**config.mk**
```make
export PLATFORM = sky130hd
export DESIGN_NAME = tcs_sched
export DESIGN_NICKNAME = d
export VERILOG_FILES = /design/src/rtl/tcs_pkg.sv /design/src/rtl/tcs_timer.sv /design/src/rtl/tcs_scoreboard.sv /design/src/rtl/tcs_resmap.sv /design/src/rtl/tcs_queue.sv /design/src/rtl/tcs_sched.sv
export SDC_FILE = /design/constraint.sdc
export NUM_CORES = 2
export LEC_CHECK = 0
export BUFFER_PORTS_ARGS = -buffer_cell sky130_fd_sc_hd__buf_2
export CELL_PAD_IN_SITES_DETAIL_PLACEMENT = 1
export CELL_PAD_IN_SITES_GLOBAL_PLACEMENT = 1
export CORE_MARGIN = 3
export CORE_UTILIZATION = 45
export DETAILED_ROUTE_END_ITERATION = 8
export HOLD_SLACK_MARGIN = 0.05
export PLACE_DENSITY_LB_ADDON = 0.1
export RECOVER_POWER = 100
export SLEW_MARGIN = 20
export SYNTH_ARGS = -nofsm -noshare
export SYNTH_HDL_FRONTEND = slang
export SYNTH_HIERARCHICAL = 1
export SYNTH_SLANG_ARGS = --single-unit
```
**constraint.sdc**
```tcl
create_clock -name clk -period 37 [get_ports clk]
set_input_delay 5.55 -clock clk [delete_from_list [all_inputs] [get_ports clk]]
set_output_delay 5.55 -clock clk [all_outputs]
set_load 0.005 [all_outputs]
```
**src/rtl/tcs_pkg.sv**
```systemverilog
package tcs_pkg;
  localparam int CNT_W  = 8;
  localparam int SLOT_W = 5;
  localparam int WIN    = 1 << SLOT_W;

  typedef logic [CNT_W-1:0]  tick_t;
  typedef logic [SLOT_W-1:0] slot_t;

  typedef enum logic [1:0] {
    UNIT_ALU = 2'd0,
    UNIT_MUL = 2'd1,
    UNIT_LSU = 2'd2,
    UNIT_RSV = 2'd3
  } unit_e;

  // Cycles from now until when, wrap-safe modulo 2**CNT_W.
  function automatic tick_t ticks_until(input tick_t when, input tick_t now);
    return tick_t'(when - now);
  endfunction

  // Reservation-map slot of the cycle that lies ahead cycles after now.
  function automatic slot_t slot_at(input tick_t now, input int ahead);
    tick_t t;
    t = tick_t'(now + tick_t'(ahead));
    return t[SLOT_W-1:0];
  endfunction
endpackage

```
**src/rtl/tcs_timer.sv**
```systemverilog
module tcs_timer
  import tcs_pkg::*;
(
  input  logic  clk,
  input  logic  rst,
  output tick_t now
);
  always_ff @(posedge clk) begin
    if (rst) now <= '0;
    else     now <= tick_t'(now + tick_t'(1));
  end


  counter_step_chk: assert property (@(posedge clk) disable iff (rst)
    !$past(rst) |-> now == tick_t'($past(now) + tick_t'(1)));
endmodule

```
**src/rtl/tcs_scoreboard.sv**
```systemverilog
module tcs_scoreboard
  import tcs_pkg::*;
#(
  parameter int NREG = 16,
  parameter int RW   = 4
) (
  input  logic          clk,
  input  logic          rst,
  input  tick_t         now,
  input  logic [RW-1:0] q_a,
  input  logic [RW-1:0] q_b,
  input  logic [RW-1:0] q_d,
  input  logic          upd,
  input  tick_t         rd_at,
  input  tick_t         wr_at,
  output tick_t         off_a,
  output tick_t         off_b,
  output tick_t         off_dw,
  output tick_t         off_dr
);
  logic [NREG-1:0] wpend, rpend;
  tick_t wtime [NREG];
  tick_t rtime [NREG];

  always_comb begin
    off_a  = wpend[q_a] ? ticks_until(wtime[q_a], now) : '0;
    off_b  = wpend[q_b] ? ticks_until(wtime[q_b], now) : '0;
    off_dw = wpend[q_d] ? ticks_until(wtime[q_d], now) : '0;
    off_dr = rpend[q_d] ? ticks_until(rtime[q_d], now) : '0;
  end

  always_ff @(posedge clk) begin
    if (rst) begin
      wpend <= '0;
      rpend <= '0;
      for (int r = 0; r < NREG; r++) begin
        wtime[r] <= '0;
        rtime[r] <= '0;
      end
    end else begin
      for (int r = 0; r < NREG; r++) begin
        if (upd && RW'(r) == q_d) begin
          wpend[r] <= 1'b1;
          wtime[r] <= wr_at;
        end else if (wpend[r] && wtime[r] == now) begin
          wpend[r] <= 1'b0;
        end
        if (upd && (RW'(r) == q_a || RW'(r) == q_b) &&
            (!rpend[r] || ticks_until(rd_at, now) > ticks_until(rtime[r], now))) begin
          rpend[r] <= 1'b1;
          rtime[r] <= rd_at;
        end else if (rpend[r] && rtime[r] == now) begin
          rpend[r] <= 1'b0;
        end
      end
    end
  end
endmodule

```
**src/rtl/tcs_resmap.sv**
```systemverilog
module tcs_resmap
  import tcs_pkg::*;
(
  input  logic          clk,
  input  logic          rst,
  input  tick_t         now,
  input  logic [SLOT_W:0] dep,
  input  slot_t         lat,
  input  logic          commit,
  output logic          found,
  output slot_t         pick
);
  logic [WIN-1:0] rd_busy, wr_busy, cand;

  for (genvar k = 0; k < WIN; k++) begin : g_cand
    localparam int K = k;
    if (k == 0) begin : g_now
      assign cand[k] = 1'b0;
    end else begin : g_ahead
      assign cand[k] = (K >= int'(dep)) && (K + int'(lat) <= WIN - 1) &&
                       !rd_busy[slot_at(now, K)] &&
                       !wr_busy[slot_at(now, K + int'(lat))];
    end
  end

  always_comb begin
    found = 1'b0;
    pick  = '0;
    for (int k = WIN - 1; k >= 1; k--) begin
      if (cand[k]) begin
        found = 1'b1;
        pick  = slot_t'(k);
      end
    end
  end

  always_ff @(posedge clk) begin
    if (rst) begin
      rd_busy <= '0;
      wr_busy <= '0;
    end else begin
      rd_busy[slot_at(now, 0)] <= 1'b0;
      wr_busy[slot_at(now, 0)] <= 1'b0;
      if (commit) begin
        rd_busy[slot_at(now, int'(pick))]              <= 1'b1;
        wr_busy[slot_at(now, int'(pick) + int'(lat))]  <= 1'b1;
      end
    end
  end
endmodule

```
**src/rtl/tcs_queue.sv**
```systemverilog
module tcs_queue
  import tcs_pkg::*;
#(
  parameter int QD    = 8,
  parameter int TAG_W = 6
) (
  input  logic             clk,
  input  logic             rst,
  input  tick_t            now,
  input  logic             push,
  input  tick_t            push_at,
  input  unit_e            push_unit,
  input  logic [TAG_W-1:0] push_tag,
  output logic             has_room,
  output logic             fire_valid,
  output unit_e            fire_unit,
  output logic [TAG_W-1:0] fire_tag
);
  localparam int IW = (QD > 1) ? $clog2(QD) : 1;

  logic [QD-1:0]    live, hit;
  tick_t            at_t [QD];
  unit_e            un   [QD];
  logic [TAG_W-1:0] tg   [QD];
  logic [IW-1:0]    wsel;

  always_comb begin
    has_room   = 1'b0;
    wsel       = '0;
    fire_unit  = UNIT_ALU;
    fire_tag   = '0;
    for (int i = QD - 1; i >= 0; i--) begin
      hit[i] = live[i] && at_t[i] == now;
      if (!live[i] || hit[i]) begin
        has_room = 1'b1;
        wsel     = IW'(i);
      end
      if (hit[i]) begin
        fire_unit = un[i];
        fire_tag  = tg[i];
      end
    end
    fire_valid = |hit;
  end

  always_ff @(posedge clk) begin
    if (rst) begin
      live <= '0;
      for (int i = 0; i < QD; i++) begin
        at_t[i] <= '0;
        un[i]   <= UNIT_ALU;
        tg[i]   <= '0;
      end
    end else begin
      for (int i = 0; i < QD; i++) begin
        if (push && wsel == IW'(i)) begin
          live[i] <= 1'b1;
          at_t[i] <= push_at;
          un[i]   <= push_unit;
          tg[i]   <= push_tag;
        end else if (hit[i]) begin
          live[i] <= 1'b0;
        end
      end
    end
  end


  single_fire_chk: assert property (@(posedge clk) disable iff (rst) $onehot0(hit));
endmodule

```
**src/rtl/tcs_sched.sv**
```systemverilog
module tcs_sched
  import tcs_pkg::*;
#(
  parameter int NREG    = 16,
  parameter int TAG_W   = 6,
  parameter int QDEPTH  = 8,
  parameter int LAT_ALU = 1,
  parameter int LAT_MUL = 3,
  parameter int LAT_LSU = 4,
  localparam int RW     = $clog2(NREG)
) (
  input  logic             clk,
  input  logic             rst,
  input  logic             in_valid,
  input  logic [1:0]       in_unit,
  input  logic [RW-1:0]    in_src_a,
  input  logic [RW-1:0]    in_src_b,
  input  logic [RW-1:0]    in_dst,
  input  logic [TAG_W-1:0] in_tag,
  output logic             in_ready,
  output logic             disp_valid,
  output logic [1:0]       disp_unit,
  output logic [TAG_W-1:0] disp_tag,
  output logic [CNT_W-1:0] now_cycle
);
  function automatic slot_t lat_of(input unit_e u);
    case (u)
      UNIT_MUL: return slot_t'(LAT_MUL);
      UNIT_LSU: return slot_t'(LAT_LSU);
      default:  return slot_t'(LAT_ALU);
    endcase
  endfunction

  tick_t now, off_a, off_b, off_dw, off_dr, issue_at, wb_at;
  slot_t lat, pick;
  logic [SLOT_W:0] dep;
  logic found, has_room, accept;
  unit_e fire_unit, cur_unit;

  assign cur_unit = unit_e'(in_unit);
  assign lat      = lat_of(cur_unit);
  assign in_ready = found && has_room;
  assign accept   = in_valid && in_ready;
  assign issue_at = tick_t'(now + tick_t'(pick));
  assign wb_at    = tick_t'(issue_at + tick_t'(lat));
  assign now_cycle = now;

  // Earliest offset allowed by register timing (RAW, WAR, WAW), at least 1.
  always_comb begin
    int need;
    need = 1;
    if (int'(off_a) > need) need = int'(off_a);
    if (int'(off_b) > need) need = int'(off_b);
    if (int'(off_dr) + 1 - int'(lat) > need) need = int'(off_dr) + 1 - int'(lat);
    if (int'(off_dw) + 1 - int'(lat) > need) need = int'(off_dw) + 1 - int'(lat);
    dep = (SLOT_W + 1)'(need);
  end

  tcs_timer u_timer (.clk(clk), .rst(rst), .now(now));

  tcs_scoreboard #(.NREG(NREG), .RW(RW)) u_sb (
    .clk(clk), .rst(rst), .now(now),
    .q_a(in_src_a), .q_b(in_src_b), .q_d(in_dst),
    .upd(accept), .rd_at(issue_at), .wr_at(wb_at),
    .off_a(off_a), .off_b(off_b), .off_dw(off_dw), .off_dr(off_dr)
  );

  tcs_resmap u_map (
    .clk(clk), .rst(rst), .now(now), .dep(dep), .lat(lat),
    .commit(accept), .found(found), .pick(pick)
  );

  tcs_queue #(.QD(QDEPTH), .TAG_W(TAG_W)) u_q (
    .clk(clk), .rst(rst), .now(now),
    .push(accept), .push_at(issue_at), .push_unit(cur_unit), .push_tag(in_tag),
    .has_room(has_room), .fire_valid(disp_valid), .fire_unit(fire_unit),
    .fire_tag(disp_tag)
  );

  assign disp_unit = fire_unit;


  raw_wait_chk: assert property (@(posedge clk) disable iff (rst)
    accept |-> int'(pick) >= int'(off_a) && int'(pick) >= int'(off_b));

  war_guard_chk: assert property (@(posedge clk) disable iff (rst)
    accept |-> int'(pick) + int'(lat) > int'(off_dr));

  waw_guard_chk: assert property (@(posedge clk) disable iff (rst)
    accept |-> int'(pick) + int'(lat) > int'(off_dw));

  window_fit_chk: assert property (@(posedge clk) disable iff (rst)
    accept |-> int'(pick) + int'(lat) < WIN);
endmodule

```
### After elaboration in Yosys (flattened, before gate mapping)

Memory sizes are Yosys's and may differ from the RTL's.
Index checks and enable logic that the tools add are counted.

* divide/modulo/power cells: 0
* add/subtract/negate cells: 122
* reductions and logical operators: 365
* equal/unequal tests: 94
* order comparisons: 153
* $mul: 0
* muxes and demuxes: 501
* shift operators: 0
* bitwise logic cells: 61

Operators by type and width (number)
* $le 32x6->1 const B: 15
* $lt 5x6->1 const B: 65
* $mux 8: 45
* $eq 8x8->1: 40
* $bmux 1 s5: 62
* $mux 1: 310
* $logic_and 1x1->1: 194
* $sub 8x8->8: 21
* $add 5x5->5: 32
* $mux 5: 31
* $gt 8x8->1: 16
* $mux 32: 4
* $mux 6: 17
* $add 5x3->6 const A: 16
* $eq 4x4->1 const A: 24
* $ge 5x6->1 const A: 16
* $le 6x5->1 const B: 16
* $logic_not 1->1: 86
* $add 5x5->5 const B: 16
* $reduce_bool 2->1: 40
* $and 32x32->32: 2
* $or 32x32->32: 2
* $or 1x1->1: 56
* $eq 3x4->1 const A: 12
* other kinds (40): 158

* word-level logic and storage cells: 1344
* output and inout port bits: 18
* memories kept: 5
* bits of input ports: 23
* ROM bits: 0
* latch bits: 0
* memory bits (writable): 384
* register bits after elaboration: 112

Memory list
* u_sb.rtime: depth 16, width 8, rd ports 17, clocked after memory_dff 0, wr ports 16, line tcs_scoreboard.sv:23 `tick_t rtime [NREG];`
* u_sb.wtime: depth 16, width 8, rd ports 19, clocked after memory_dff 0, wr ports 16, line tcs_scoreboard.sv:22 `tick_t wtime [NREG];`
* u_q.at_t: depth 8, width 8, rd ports 8, clocked after memory_dff 0, wr ports 8, line tcs_queue.sv:22 `tick_t at_t [QD];`
* u_q.tg: depth 8, width 6, rd ports 8, clocked after memory_dff 0, wr ports 8, line tcs_queue.sv:24 `logic [TAG_W-1:0] tg [QD];`
* u_q.un: depth 8, width 2, rd ports 8, clocked after memory_dff 0, wr ports 8, line tcs_queue.sv:23 `unit_e un [QD];`

### Depth between registers and ports, before layout

* word-level depth: 55
* depth in mapped cells: 74
* mapped depth without buffers: 67

### By module

Netlist, hierarchy kept.

By module, submodules not included
* tcs_scoreboard: sequential area each 8328.0 um^2, times used 1, cells each 2337, area each 25469.4 um^2
* tcs_resmap: sequential area each 1281.2 um^2, times used 1, cells each 1009, area each 10025.9 um^2
* tcs_queue: sequential area each 4003.8 um^2, times used 1, cells each 523, area each 6682.7 um^2
* tcs_sched: sequential area each 0.0 um^2, times used 1, cells each 261, area each 2048.2 um^2
* tcs_timer: sequential area each 160.2 um^2, times used 1, cells each 34, area each 316.6 um^2

### Least setup slack after synthesis

OpenSTA, ideal clock, no wires.

* path kind: in2out
* start: input in_src_a[0]
* end: output in_ready
* arrival: 15082 ps
* required time: 31450 ps
* cell stages on the path: 46
* buffers on the path: 5
* path slack: 16368 ps
* path through: buf_2 > buf_1 > buf_2 > mux4_2 > mux4_2 > inv_1 > ha_1 > inv_1 > fa_1 > a21oi_1 > o21bai_1 > xor2_1 > and2_1 > nor4_1 > a41o_1 > ha_1 > nor2b_1 > o211a_1 > [10 not listed] > o211ai_4 > mux2_2 > ha_1 > a21o_1 > a21oi_1 > o21ai_0 > a31oi_1 > o22ai_1 > o21ai_0 > and2_1 > clkbuf_1 > a221oi_1 > o2111a_1 > o21bai_1 > or2_2 > nor2_1 > nand4_1 > and2_1

* cells in the longest elaborated chain, start to end: 47
* elaborated cells on any way between the ends: 169
* those cells by class: 1 x add/sub; 35 x order compare; 38 x mux; 94 x reduce/logical; 1 x memory

Ends and longest elaborated chain
* start: declaration: line tcs_sched.sv:16 `input logic [RW-1:0] in_src_a,`
* $mem_v2 16x8 or $bmux 1 s4 (tied branches)
* $sub 8x8->8 or $mux 1 (tied branches): line tcs_pkg.sv:18, tcs_scoreboard.sv:26
* $mux 8 (*): line tcs_scoreboard.sv:26 `off_a = wpend[q_a] ? ticks_until(wtime[q_a], now) : '0;`
* via off_a[4]: line tcs_sched.sv:34 `tick_t now, off_a, off_b, off_dw, off_dr, issue_at, wb_at;`
* $gt 8x1->1: line tcs_sched.sv:52 `if (int'(off_a) > need) need = int'(off_a);`
* $mux 8 (*): line tcs_sched.sv:52
* $gt 9x32->1: line tcs_sched.sv:53 `if (int'(off_b) > need) need = int'(off_b);`
* $mux 32 (*): line tcs_sched.sv:53
* [4 not listed]
* via dep[1]: line tcs_sched.sv:36 `logic [SLOT_W:0] dep;`
* $ge 5x6->1: line tcs_resmap.sv:20 `assign cand[k] = (K >= int'(dep)) && (K + int'(lat) <= WIN - 1) &&`
* $logic_and 1x1->1 (2 in series): line tcs_resmap.sv:20
* $logic_and 1x1->1: line tcs_resmap.sv:21 `!rd_busy[slot_at(now, K)] &&`
* $mux 1 (30 in series): line tcs_resmap.sv:30 `if (cand[k]) begin`
* $mux 1 (*): line tcs_resmap.sv:30
* via found: line tcs_sched.sv:37 `logic found, has_room, accept;`
* $logic_and 1x1->1 (*): line tcs_sched.sv:42 `assign in_ready = found && has_room;`
* end: declaration: line tcs_sched.sv:20 `output logic in_ready,`

The timed path passes the listed nets; every way through them passes the cells marked *. The select of a mux whose other input is x is not followed.

==> results.md <==
* Met2 routed WL at about 77000 um
* Biggest fanout along the worst timing path at 43
* Endpoint arrival time on the critical path at ~27 ns
* Total wirelength of the detailed-routed design at between 150000 and 200000 um
* Failing checks: capacitance limit, slew limit
* Setup skew after layout at around 0.032 ns
* Cells after synthesis at roughly 4200
* Residual overflow from global routing at 0
* Area growth syn-to-layout at 7.014%
* Count of max-cap constraint violations at 23
* Hold Violations, Final at 0
* Number of cell rows at 114
* # DRC at 0
* Clk Tree Root Cell: sky130_fd_sc_hd__clkbuf_16
* Flop and latch count out of synthesis at ~500
* Hold crit path type: flop to flop
* Leading cell type in the layout, fill and taps excluded: sky130_fd_sc_hd__edfxtp_1
* Leading cell types in the layout, fill and taps excluded: 384 x sky130_fd_sc_hd__edfxtp_1, 378 x sky130_fd_sc_hd__ha_1, 297 x sky130_fd_sc_hd__xnor2_1, 294 x sky130_fd_sc_hd__mux4_2, 285 x sky130_fd_sc_hd__nor2_1
* Netlist cell types at between 100 and 150
* Top-level port count at 41
* Capturing element type of the critical path: flop
* Slowest stage delay, CP at 2.48 ns
* Last weighted congestion value of the routability-driven placer at 0.9575
* Max-slew violations at approximately 620
* Post-cts gate resize count at 0
* FMAX at around 0.037 GHz
* Share of the synthesized area in the top cell type at roughly a quarter
* Global routing usage summed across all routing layers at approximately 31%
* Top cells by area in the synthesized netlist: sky130_fd_sc_hd__edfxtp_1 26%, sky130_fd_sc_hd__mux4_2 15%, sky130_fd_sc_hd__ha_1 11%
* Inserted Clock Buffers at just under 60
* Post CTS Setup Buffer Count at 0
* Setup repair after global routing missed its margin: false
* Transition time at the pin with the least slew margin at between 3 and 4 ns
* Length of routed met3 wiring at between 10000 and 15000 um
* Clock edge transition at the registers on the reported setup and hold paths at about 0.060 ns
* Headroom to the max-slew limit at -137.0%
* Later-pin clock latency in the skew report at around 0.66 ns
* Register cell area after layout at around 0.014 mm^2
* Number of antenna violations at the first check in global routing at 2
* Die height at around 320 um
* Simple-gate share of the synthesized area at approximately 13%
* Die width at between 300 and 400 um
* Filler cell count at 10550
* Count of flip-flops with a built-in enable after synthesis at 384
* Seq/Total Area, Yosys at 30.92%
* Post-synthesis compound-gate area fraction at between 10% and 20%
* Post-route fraction of the period consumed by the critical path at between 70% and 80%
* Main combinational cell family by area after synthesis: multiplexers
* Uppermost layer routed: met4
* Average footprint of a synthesized cell at about 11 um^2
* Footprint of the multi-input gates at just under 0.03 mm^2
* Post-route insts no fill at about 5500
* Initial core utilization at approximately 46%
* CTS tree: yes
* Sink count of the clock tree at a little under 500
* Total number of vias at approximately 36000
* CP max-delay cell: sky130_fd_sc_hd__clkbuf_1
* Remaining antenna violation count after routing at 0
* Length of the first detailed-routing pass in iterations at 7
* Initial detailed-routing violation count at about 3400
* Cell type with the highest aggregate area in the netlist: sky130_fd_sc_hd__edfxtp_1
* Hold buffer count at CTS at 0
* Post-synthesis xor/xnor area fraction at a little under a tenth
* Fraction of synthesized area in multiplexers at between 15 and 20%
* Required time at the endpoint of the critical path at roughly 37 ns
* Routed wire length per instance at roughly 30 um
* Smallest hold slack at 0.5145 ns
* Netlist area before placement at about 0.045 mm^2
* Placeable core region at 0.09742 mm^2
* Global-route wire length before repair at between 200000 and 250000 um
* Total of endpoints with negative setup slack in the final report at 0
* Reg-to-reg setup timing slack at 17.10 ns
* Instance count after placement with tap cells included at between 5000 and 6000
* Startpoint-to-endpoint class of the critical path: input pin to flop
* Setup TNS at 0 ns
* Die outline area at a little over 0.1 mm^2
* Buffers added on ports at 40
* Wl on met1 at between 60000 and 70000 um
* Share of synthesized flip-flops with an asynchronous set or reset at 0%
* Total of warnings raised by yosys at 6
* Final period demand of the worst path at approximately 27 ns
* Status: complete, but fails checks
* Via density per instance at roughly 6.5
* Adder-cell share of the synthesized area at 12.28%
* Critical Path Start Type: input pin
* Longest Clk Path Bufs at 3
* Maximum number of pins on one net before global-route repair at 52
* HPWL after detailed placement at around 120000 um
* H-tree depth at 2
* Via count of the first global-routing pass at about 36000
* Nets at approximately 4600
* Flip-flop cell with the highest count after synthesis: sky130_fd_sc_hd__edfxtp_1
* Fraction of final layout cells sized beyond drive strength 1 at roughly 14%
[registers in the layout (all words and copies together) (netlist names)]
register	count
u_sb/rpend	16
u_q/at_t	64
u_map/wr_busy	32
u_q/live	8
u_q/tg	48
u_q/un	16
u_sb/wtime	128
u_timer/now	8
u_sb/wpend	16
u_sb/rtime	128
u_map/rd_busy	32
[stage by stage]
step	worst slack [ns]	cell area [um^2]	utilization [%]
floorplan	16.37	44590	-
global placement	15.34	46030	47.25
detailed placement	15.13	46030	47.25
CTS	15.20	47970	49.24
global route	8.313	47650	48.92
finish	10.00	47670	48.93
[critical path: cells and delay by family]
kind / cells / cell delay (ns)
XOR/XNOR: 1 / 0.13
AND/OR/NAND/NOR: 14 / 2.27
multiplexers: 5 / 2.30
adder cells (fa/ha/maj): 8 / 2.67
AO/OA/AOI/OAI: 26 / 8.62
buffers and inverters: 7 / 5.57
[final timing paths]
| path | from | to | depth (start not counted) |
|---|---|---|---|
| min reg2reg | u_sb/wpend[14]$_SDFFE_PP0P_ | u_sb/wpend[14]$_SDFFE_PP0P_ | 2 |
| max | in_src_a[0] | u_sb/rtime[3][5]$_SDFFCE_PN0P_ | 61 |
| min | u_sb/wpend[14]$_SDFFE_PP0P_ | u_sb/wpend[14]$_SDFFE_PP0P_ | 2 |
| max reg2reg | u_timer/now[3]$_SDFF_PP0_ | u_sb/rtime[3][5]$_SDFFCE_PN0P_ | 58 |
[synth_stat cells, types with 32 or more instances]
cell type and instances:
sky130_fd_sc_hd__a21oi_1 253, sky130_fd_sc_hd__a32o_1 49, sky130_fd_sc_hd__mux4_2 294, sky130_fd_sc_hd__nand2_1 216, sky130_fd_sc_hd__nor2_1 285, sky130_fd_sc_hd__xor2_1 145, sky130_fd_sc_hd__dfxtp_1 112, sky130_fd_sc_hd__nand4_1 72
sky130_fd_sc_hd__and2_1 42, sky130_fd_sc_hd__nor3_1 104, sky130_fd_sc_hd__nand2b_1 93, sky130_fd_sc_hd__xnor2_1 302, sky130_fd_sc_hd__o21bai_1 32, sky130_fd_sc_hd__edfxtp_1 384, sky130_fd_sc_hd__fa_1 35, sky130_fd_sc_hd__o21ai_0 121
sky130_fd_sc_hd__inv_1 221, sky130_fd_sc_hd__ha_1 378, sky130_fd_sc_hd__nand3_1 85, sky130_fd_sc_hd__nor2b_1 43, sky130_fd_sc_hd__a21o_1 77, sky130_fd_sc_hd__buf_2 43, sky130_fd_sc_hd__clkbuf_1 113, sky130_fd_sc_hd__mux2i_1 77
[layout make-up]
type / count / share of cell area (%)
clock inverters: 33 / 0.7848
well taps: 1276 / 3.349
multi-input cells: 3260 / 60.65
diodes: 5 / 0.02625
repair buffers: 100 / 1.228
clock buffers: 76 / 3.294
inverters: 223 / 1.756
flip-flops and latches: 496 / 28.92
[logic make-up after synthesis]
family,Yosys count
AOI/OAI and AO/OA,876
xor gates and xnor gates,454
adders and majority gates,417
buffers and inverters,420
DFF,496
muxes,394
other,2
and+or+nand+nor,1105
[routing by layer]
metal,track usage (%),up-vias
met5,0,-
met4,10.50,0
met3,4.436,319
met2,52.38,1434
met1,40.04,18140
li1,-,15770
Power is left out: the tool's default activity adds up to more than one toggle a clock period on the data nets, which glitch-free logic cannot reach.
